## src/rtl/pss_pkg.sv

```systemverilog
package pss_pkg;

    typedef enum logic [1:0] {
        PH_STRAIGHT = 2'b00,
        PH_LEFT     = 2'b01,
        PH_PED      = 2'b10,
        PH_SPARE    = 2'b11
    } phase_e;

endpackage

```

## src/rtl/queue_counter.sv

```systemverilog
module queue_counter #(
    parameter int CNT_W = 8
) (
    input  logic             clk,
    input  logic             rst_n,
    input  logic             ent_i,
    input  logic             ext_i,
    output logic [CNT_W-1:0] cnt_o,
    output logic             chg_o
);

    typedef struct packed {
        logic [CNT_W-1:0] cnt;
    } cnt_state_t;

    cnt_state_t st_d, st_q;

    always_comb begin
        st_d = st_q;
        if (ent_i && !ext_i && (st_q.cnt != '1)) begin
            st_d.cnt = st_q.cnt + 1'b1;
        end else if (ext_i && !ent_i && (st_q.cnt != '0)) begin
            st_d.cnt = st_q.cnt - 1'b1;
        end
    end

    always_ff @(posedge clk or negedge rst_n) begin
        if (!rst_n) begin
            st_q <= '0;
        end else begin
            st_q <= st_d;
        end
    end

    assign cnt_o = st_q.cnt;
    assign chg_o = (st_d.cnt != st_q.cnt);

endmodule

```

## src/rtl/demand_eval.sv

```systemverilog
module demand_eval #(
    parameter int CNT_W  = 8,
    parameter int COEF_W = 8,
    parameter int FRAC_W = 4
) (
    input  logic [COEF_W-1:0] alpha_i,
    input  logic [COEF_W-1:0] beta_i,
    input  logic [CNT_W-1:0]  own_cnt_i,
    input  logic [CNT_W-1:0]  other_cnt_i,
    output logic              le_zero_o
);

    localparam int PW = COEF_W + CNT_W + 3;

    logic signed [PW-1:0] a_x, b_x, n_x, o_x;
    logic signed [PW-1:0] prod, sum, quo, score;

    always_comb begin
        a_x  = PW'($signed(alpha_i));
        b_x  = PW'($signed(beta_i));
        n_x  = PW'($signed({1'b0, own_cnt_i}));
        o_x  = PW'($signed({1'b0, other_cnt_i}));
        prod = a_x * n_x;
        sum  = prod + b_x;
        // truncate toward zero: bias negative values before the shift
        if (sum[PW-1]) begin
            quo = (sum + PW'((1 << FRAC_W) - 1)) >>> FRAC_W;
        end else begin
            quo = sum >>> FRAC_W;
        end
        score     = quo - o_x;
        le_zero_o = score[PW-1] || (score == '0);
    end

endmodule

```

## src/rtl/phase_decider.sv

```systemverilog
module phase_decider #(
    parameter int CNT_W     = 8,
    parameter int TIME_W    = 10,
    parameter int STALL_CYC = 5
) (
    input  logic              clk,
    input  logic              rst_n,
    input  logic [1:0]        phase_i,
    input  logic              fav_i,
    input  logic [1:0]        chg_i,
    input  logic [1:0]        le_i,
    input  logic [CNT_W-1:0]  cnt1_i,
    input  logic [CNT_W-1:0]  cnt2_i,
    input  logic [TIME_W-1:0] min1_i,
    input  logic [TIME_W-1:0] max1_i,
    input  logic [TIME_W-1:0] min2_i,
    input  logic [TIME_W-1:0] max2_i,
    input  logic [TIME_W-1:0] left_min_i,
    input  logic [TIME_W-1:0] left_max_i,
    input  logic [TIME_W-1:0] ped_dur_i,
    output logic              switch_o
);

    import pss_pkg::*;

    localparam int STALL_W = $clog2(STALL_CYC + 1);

    typedef struct packed {
        logic               armed;
        logic               sw;
        logic [TIME_W-1:0]  t;
        logic [STALL_W-1:0] stall;
    } ctl_state_t;

    ctl_state_t st_d, st_q;

    phase_e            ph;
    logic              want;
    logic              fav_zero;
    logic              fav_le;
    logic              fav_chg;
    logic [TIME_W-1:0] lo, hi;

    always_comb begin
        ph       = phase_e'(phase_i);
        fav_zero = fav_i ? (cnt2_i == '0) : (cnt1_i == '0);
        fav_le   = fav_i ? le_i[1] : le_i[0];
        fav_chg  = fav_i ? chg_i[1] : chg_i[0];
        lo       = fav_i ? min2_i : min1_i;
        hi       = fav_i ? max2_i : max1_i;

        unique case (ph)
            PH_PED: begin
                want = (st_q.t >= ped_dur_i);
            end
            PH_LEFT: begin
                if (st_q.t < left_min_i) begin
                    want = 1'b0;
                end else if (st_q.t >= left_max_i) begin
                    want = 1'b1;
                end else begin
                    want = (st_q.stall >= STALL_W'(STALL_CYC));
                end
            end
            default: begin
                if (st_q.t < lo) begin
                    want = 1'b0;
                end else if (st_q.t >= hi) begin
                    want = 1'b1;
                end else begin
                    want = fav_zero || fav_le;
                end
            end
        endcase

        st_d       = st_q;
        st_d.sw    = st_q.armed && want && !st_q.sw;
        st_d.armed = st_q.armed || (|chg_i);

        if (st_d.sw || !st_q.armed) begin
            st_d.t = '0;
        end else if (st_q.t != '1) begin
            st_d.t = st_q.t + 1'b1;
        end

        if (st_d.sw || fav_chg) begin
            st_d.stall = '0;
        end else if (st_q.stall != '1) begin
            st_d.stall = st_q.stall + 1'b1;
        end
    end

    always_ff @(posedge clk or negedge rst_n) begin
        if (!rst_n) begin
            st_q <= '0;
        end else begin
            st_q <= st_d;
        end
    end

    assign switch_o = st_q.sw;

endmodule

```

## src/rtl/phase_switch_unit.sv

```systemverilog
module phase_switch_unit #(
    parameter int CNT_W     = 8,
    parameter int TIME_W    = 10,
    parameter int COEF_W    = 8,
    parameter int FRAC_W    = 4,
    parameter int STALL_CYC = 5
) (
    input  logic              clk,
    input  logic              rst_n,
    input  logic              arm1_in_i,
    input  logic              arm1_out_i,
    input  logic              arm2_in_i,
    input  logic              arm2_out_i,
    input  logic [1:0]        phase_i,
    input  logic              fav_i,
    input  logic [COEF_W-1:0] alpha1_i,
    input  logic [COEF_W-1:0] beta1_i,
    input  logic [COEF_W-1:0] alpha2_i,
    input  logic [COEF_W-1:0] beta2_i,
    input  logic [TIME_W-1:0] min1_i,
    input  logic [TIME_W-1:0] max1_i,
    input  logic [TIME_W-1:0] min2_i,
    input  logic [TIME_W-1:0] max2_i,
    input  logic [TIME_W-1:0] left_min_i,
    input  logic [TIME_W-1:0] left_max_i,
    input  logic [TIME_W-1:0] ped_dur_i,
    output logic              switch_o,
    output logic [CNT_W-1:0]  queue1_o,
    output logic [CNT_W-1:0]  queue2_o
);

    localparam int N_ARM = 2;

    logic [N_ARM-1:0]  ent_w, ext_w, chg_w, le_w;
    logic [CNT_W-1:0]  cnt_w   [N_ARM];
    logic [COEF_W-1:0] alpha_w [N_ARM];
    logic [COEF_W-1:0] beta_w  [N_ARM];

    assign ent_w      = {arm2_in_i, arm1_in_i};
    assign ext_w      = {arm2_out_i, arm1_out_i};
    assign alpha_w[0] = alpha1_i;
    assign alpha_w[1] = alpha2_i;
    assign beta_w[0]  = beta1_i;
    assign beta_w[1]  = beta2_i;

    for (genvar a = 0; a < N_ARM; a++) begin : g_arm
        queue_counter #(
            .CNT_W (CNT_W)
        ) u_cnt (
            .clk   (clk),
            .rst_n (rst_n),
            .ent_i (ent_w[a]),
            .ext_i (ext_w[a]),
            .cnt_o (cnt_w[a]),
            .chg_o (chg_w[a])
        );

        demand_eval #(
            .CNT_W  (CNT_W),
            .COEF_W (COEF_W),
            .FRAC_W (FRAC_W)
        ) u_dem (
            .alpha_i     (alpha_w[a]),
            .beta_i      (beta_w[a]),
            .own_cnt_i   (cnt_w[a]),
            .other_cnt_i (cnt_w[N_ARM-1-a]),
            .le_zero_o   (le_w[a])
        );
    end

    phase_decider #(
        .CNT_W     (CNT_W),
        .TIME_W    (TIME_W),
        .STALL_CYC (STALL_CYC)
    ) u_dec (
        .clk        (clk),
        .rst_n      (rst_n),
        .phase_i    (phase_i),
        .fav_i      (fav_i),
        .chg_i      (chg_w),
        .le_i       (le_w),
        .cnt1_i     (cnt_w[0]),
        .cnt2_i     (cnt_w[1]),
        .min1_i     (min1_i),
        .max1_i     (max1_i),
        .min2_i     (min2_i),
        .max2_i     (max2_i),
        .left_min_i (left_min_i),
        .left_max_i (left_max_i),
        .ped_dur_i  (ped_dur_i),
        .switch_o   (switch_o)
    );

    assign queue1_o = cnt_w[0];
    assign queue2_o = cnt_w[1];

endmodule

```

## config.mk

```make
export PLATFORM = sky130hd
export DESIGN_NAME = phase_switch_unit
export DESIGN_NICKNAME = d
export VERILOG_FILES = /design/src/rtl/pss_pkg.sv /design/src/rtl/queue_counter.sv /design/src/rtl/demand_eval.sv /design/src/rtl/phase_decider.sv /design/src/rtl/phase_switch_unit.sv
export SDC_FILE = /design/constraint.sdc
export NUM_CORES = 1
export LEC_CHECK = 0
export BUFFER_PORTS_ARGS = -buffer_cell sky130_fd_sc_hd__buf_2
export CAP_MARGIN = 15
export CELL_PAD_IN_SITES_DETAIL_PLACEMENT = 1
export CELL_PAD_IN_SITES_GLOBAL_PLACEMENT = 1
export CORE_MARGIN = 2
export CORE_UTILIZATION = 40
export CTS_CLUSTER_SIZE = 8
export DETAILED_ROUTE_END_ITERATION = 8
export PLACE_DENSITY_LB_ADDON = 0.3
export SLEW_MARGIN = 20
export SYNTH_ARGS = -nofsm -noshare
export SYNTH_HDL_FRONTEND = slang
export SYNTH_SLANG_ARGS = --single-unit
```

## constraint.sdc

```tcl
create_clock -name clk -period 13.88 [get_ports clk]
set_input_delay 1.388 -clock clk [delete_from_list [all_inputs] [get_ports clk]]
set_output_delay 1.388 -clock clk [all_outputs]
set_load 0.005 [all_outputs]
```

# Word level (Yosys, flattened, before mapping)
# Index checks and enable logic that the tools add are counted.
# totals
wordCells	85
register_bits	31
input_bits	111
# op_classes
muxes	20
n_reduce_logical	31
eq_ne	8
addsub	12
magnitude_cmp	6
mul	2
# op_table
operator	n
$mux W10	4
$add A19 B5 Y19 const B	2
$logic_not A19 Y1	2
$mux W19	2
$sub A19 B9 Y19	2
$add A17 B8 Y18	2
$mul A8 B9 Y17	2
$mux W8	4
$ge A10 B10 Y1	3
$lt A10 B10 Y1	2
$add A8 B1 Y8 const B	2
$logic_not A8 Y1	2
$ne A8 B8 Y1	2
$ne A8 B8 Y1 const B	2
$reduce_bool A8 Y1	2
$sub A8 B1 Y8 const B	2
$add A10 B1 Y10 const B	1
$logic_and A1 B1 Y1	10
$ne A10 B10 Y1 const B	1
$mux W1	7
$logic_not A1 Y1	6
$logic_or A1 B1 Y1	6
$mux W3	2
$reduce_bool A2 Y1	2
7 further kinds	7

# Longest topological paths before layout
# logic_depth
depth_word	16
depth_mapped	35
mapped_depth_nobuf	32

# Hierarchy
# From an unflattened synthesis, not the netlist that was laid out.
# hier_totals
hier_cells	1209
area_unflattened_um2	10568.9
# by_module_without_submodules
mod	seq_area_each_um2	instances	area_per_inst_um2	cells_per_inst
demand_eval at g_arm[0].u_dem	0.0	1	3580.9	417
demand_eval at g_arm[1].u_dem	0.0	1	3529.6	412
phase_decider	375.4	1	2280.9	263
queue_counter at g_arm[1].u_cnt	200.2	1	601.8	59
queue_counter at g_arm[0].u_cnt	200.2	1	575.6	58

# Least setup slack after synthesis
# OpenSTA, ideal clock, no wires.
# synth_path
path_kind	input to register
start	input port alpha2_i[7]
end	register u_dec.st_q[5] (netlist name)
path_slack_ns	5.286
arrival_ns	8.472
stages	29
path_cell_list	inv_1 -> nor2_1 -> fa_1 -> fa_1 -> fa_1 -> fa_1 -> ha_1 -> ha_1 -> o211a_1 -> a221oi_4 -> o211ai_1 -> o211ai_2 -> buf_2 -> o41a_1 -> nand2_1 -> or2_2 -> xor2_1 -> ha_1 -> or2_1 -> o221a_2 -> o31a_1 -> o21a_1 -> o21ai_0 -> nor3_1 -> a311o_1 -> a2111o_1 -> o21ai_2 -> buf_6 -> nor2_1
# synth_between
elab_chain_len	16
word_cells_on_any_way	17
classes_between	3 x add/sub; 1 x mul; 6 x mux; 7 x reduce/logical
# synth_rtl
element	line_no	rtl
start, declared	phase_switch_unit.sv:18	input logic [COEF_W-1:0] alpha2_i,
$mul A8 B9 Y17 (*)	demand_eval.sv:23	prod = a_x * n_x;
$add A17 B8 Y18 (*)	demand_eval.sv:24	sum = prod + b_x;
$add A19 B5 Y19	demand_eval.sv:27	quo = (sum + PW'((1 << FRAC_W) - 1)) >>> FRAC_W;
$mux W19 (*)	demand_eval.sv:26	if (sum[PW-1]) begin
$sub A19 B9 Y19 (*)	demand_eval.sv:31	score = quo - o_x;
$logic_not A19 Y1	demand_eval.sv:32	le_zero_o = score[PW-1] || (score == '0);
$logic_or A1 B1 Y1 (*)	demand_eval.sv:32	
$mux W1 (*)	phase_decider.sv:47	fav_le = fav_i ? le_i[1] : le_i[0];
$logic_or A1 B1 Y1 (*)	phase_decider.sv:71	want = fav_zero || fav_le;
$mux W1 (*)	phase_decider.sv:68	end else if (st_q.t >= hi) begin
$mux W1 (*)	phase_decider.sv:66	if (st_q.t < lo) begin
$pmux W1 S2 (*)	phase_decider.sv:52	unique case (ph)
$logic_and A1 B1 Y1 (*) (2 in series)	phase_decider.sv:77	st_d.sw = st_q.armed && want && !st_q.sw;
$logic_or A1 B1 Y1 (*)	phase_decider.sv:80	if (st_d.sw || !st_q.armed) begin
$mux W10 or $reduce_bool A2 Y1 (tied branches)	--	
end signal, assigned	phase_decider.sv:97	st_q <= st_d;
end, declared	phase_decider.sv:35	ctl_state_t st_d, st_q;
# Every way passes the cells marked *; elsewhere a longest branch is shown, timed or not.
# A chain may end at the register's enable or synchronous reset.

# Worst setup path after layout
# layout_path
start	input port alpha1_i[7]
end	register u_dec.st_q[4] (netlist name)
# layout_between
elab_chain_len	16
word_cells_on_any_way	17
classes_between	3 x add/sub; 1 x mul; 6 x mux; 7 x reduce/logical
# layout_rtl
element	line_no	rtl
start, declared	phase_switch_unit.sv:16	input logic [COEF_W-1:0] alpha1_i,
$mul A8 B9 Y17 (*)	demand_eval.sv:23	
$add A17 B8 Y18 (*)	demand_eval.sv:24	
$add A19 B5 Y19	demand_eval.sv:27	
$mux W19 (*)	demand_eval.sv:26	
$sub A19 B9 Y19 (*)	demand_eval.sv:31	
$logic_not A19 Y1	demand_eval.sv:32	
$logic_or A1 B1 Y1 (*)	demand_eval.sv:32	
$mux W1 (*)	phase_decider.sv:47	
$logic_or A1 B1 Y1 (*)	phase_decider.sv:71	
$mux W1 (*)	phase_decider.sv:68	
$mux W1 (*)	phase_decider.sv:66	
$pmux W1 S2 (*)	phase_decider.sv:52	
$logic_and A1 B1 Y1 (*) (2 in series)	phase_decider.sv:77	
$logic_or A1 B1 Y1 (*)	phase_decider.sv:80	
$mux W10 or $reduce_bool A2 Y1 (tied branches)	--	
# Marked as above.

==> results.md <==
- Status: complete, no violations
- Main flop type after synthesis: dfrtp_1
- Slew headroom: 41.4%
- Number of max-cap violations: 0
- Post-synth EDFFs: 0
- First-pass GRT wire length: 46900 um
- Remaining global-route overflow: 0
- Setup-failing EPs final: 0
- Hold Path Class: flip-flop to flip-flop
- Clk buf depth: 2
- Crit Path Max Fanout: 13
- Transition time of the tightest slew-check pin: 872 ps
- Critical path class: primary input to flip-flop
- Most frequent cells in the layout: inv_1, ha_1, buf_2, fa_1, nand2_1
- Largest cells by area after synthesis: fa_1, ha_1, dfrtp_1, inv_1, and2_1
- Post-synth top area share: 21.0%
- Root buf cell: clkbuf_16
- Syn Inst Count: 1185
- Final nets: 1678
- Cts bufs inserted: 5
- Reg clk slew, reported paths: 70 ps
- Starting DRT DRC Count: 287
- Detail Route Antenna Nets: 0
- Largest net degree at the start of global routing: 32
- Sink Count: 31
- Post-route DRC: 0
- CTS tree: done
- Final TNS setup: 0 ps
- Worst path slowest cell: o221ai_1
- Clock Skews: 8.60 ps
- Total GRT Usage: 21.7%
- Setup crit start kind: primary input
- Initial Util: 40.4%
- DIE AREA: 26600 um2
- Synth Net Count: 1570
- Core Box Area: 25000 um2
- DR vias/cell: 5.45
- Fin crit share: 69.8%
- Netlist cell types: 82
- Post-DP HPWL: 23100 um
- Port bufs: 127
- Max Clk Rate: 103 MHz
- Clk_lat worst skew: 300 ps
- Final GP Congestion: 0.859
- Arrival time at the worst endpoint: 9860 ps
- Reg area: 776 um2
- H-tree depth: 2
- Post-Route WL: 27500 um
- Mapped Area: 10100 um2
- Ports: 128
- CTS Hold Bufs: 0
- Synth area leader: fa_1
- Fillers: 3060
- Die X: 163 um
- CP required: 14060 ps
- Post-synthesis async set-or-reset flop share: 100%
- Vias in the first global route: 9743
- Post-cts resize count: 0
- Sequential fraction of the synthesis area: 7.67%
- Area of the multi-input gates: 8520 um2
- Register bit total from synthesis: 31
- ANT cells: 0
- Area growth syn-to-layout: 10.9%
- Pre-antenna DRT Iters: 4
- Die Y: 163 um
- Layout cell share with drive strength beyond 1: 12.7%
- Crit-path max cell delay: 700 ps
- Critical Path End Type: flip-flop
- Antenna violations before repair: 0
- Unrepaired setup endpoints after global routing: no
- DR WL/cell: 16.9 um
- Post-synthesis area per instance: 8.54 um2
- Vias post-DR: 8858
- Final hold vios: 0
- Commonest non-fill, non-tap cell in the layout: inv_1
- Num rows: 58
- Slew Viols, Final: 0
- YS warnings: 0
- Crit path time final: 9690 ps
- Post-CTS Setup Inserts: 0
worst max-delay path: cells and delay by family:
kind / cells / cell delay, ps
AND/OR/NAND/NOR: 6 / 900
buffers and inverters: 5 / 620
adder cells (fa/ha/maj): 7 / 3080
XOR/XNOR: 1 / 140
AO/OA/AOI/OAI: 11 / 3700
registers in the layout, summed over array words and instances (netlist names):
signal,count
u_dec.st_q,14
u_dec.switch_o,1
g_arm.u_cnt.cnt_o,16
area by class of cell:
class / instances / share of cell area [%]
Timing Repair Buffer: 130 / 5.87
Clock buffer: 5 / 1.12
Inverter: 182 / 6.09
Sequential cell: 31 / 6.92
Multi-Input combinational cell: 943 / 75.9
Tap cell: 330 / 3.68
Clock inverter: 3 / 0.390
path summary, 6_finish.rpt:
| kind | from | endpoint | slack, ps | cells past startpoint |
|---|---|---|---|---|
| max | alpha1_i[7] | u_dec.st_q[4] | 4190 | 30 |
| min | g_arm[0].u_cnt.cnt_o[0] | g_arm[0].u_cnt.cnt_o[0] | 640 | 2 |
| max reg2reg | g_arm[0].u_cnt.cnt_o[1] | u_dec.st_q[4] | 4600 | 27 |
| min reg2reg | g_arm[0].u_cnt.cnt_o[0] | g_arm[0].u_cnt.cnt_o[0] | 640 | 2 |
| max in group asynchronous | rst_n | g_arm[0].u_cnt.cnt_o[5] | 12170 | 1 |
| min in group asynchronous | rst_n | u_dec.st_q[2] | 1190 | 1 |
kinds of logic after synthesis:
logic type / share of synthesized area [%]
muxes: 2.70
and+or+nand+nor: 18.6
xor gates and xnor gates: 5.11
buffers and inverters: 8.14
DFF: 7.67
AOI/OAI and AO/OA: 16.0
adders and majority gates: 41.8
routing by layer:
layer | GRT usage [%] | routed length (um) | up-vias
li1 | - | - | 4297
met1 | 27.1 | 12100 | 4396
met2 | 40.6 | 14200 | 128
met3 | 1.93 | 744 | 37
met4 | 4.71 | 441 | 0
met5 | 0 | 0 | -
per-stage QoR:
step	cell area [um2]	hold WS [ps]	instances	setup slack, ps	utilization [%]
2_1_floorplan	10100	501	1185	5290	-
3_3_place_gp	11000	600	1616	4090	44.1
3_5_place_dp	11000	629	1616	3820	44.1
4_1_cts	11200	639	1624	4130	44.8
5_1_grt	11200	654	1624	3450	44.8
6_report	11200	640	1624	4190	44.8
Yosys cell counts, types with 17 or more instances:
cell type,number
a21oi_1,40
and2_1,68
clkbuf_1,19
dfrtp_1,31
fa_1,106
ha_1,168
inv_1,182
mux2i_1,25
nand2_1,88
nand3_1,26
nor2_1,63
nor3_1,24
o21ai_0,35
xnor2_1,42
xor2_1,17
Power is left out: the tool's default activity adds up to more than one toggle a clock period on the data nets, which glitch-free logic cannot reach.
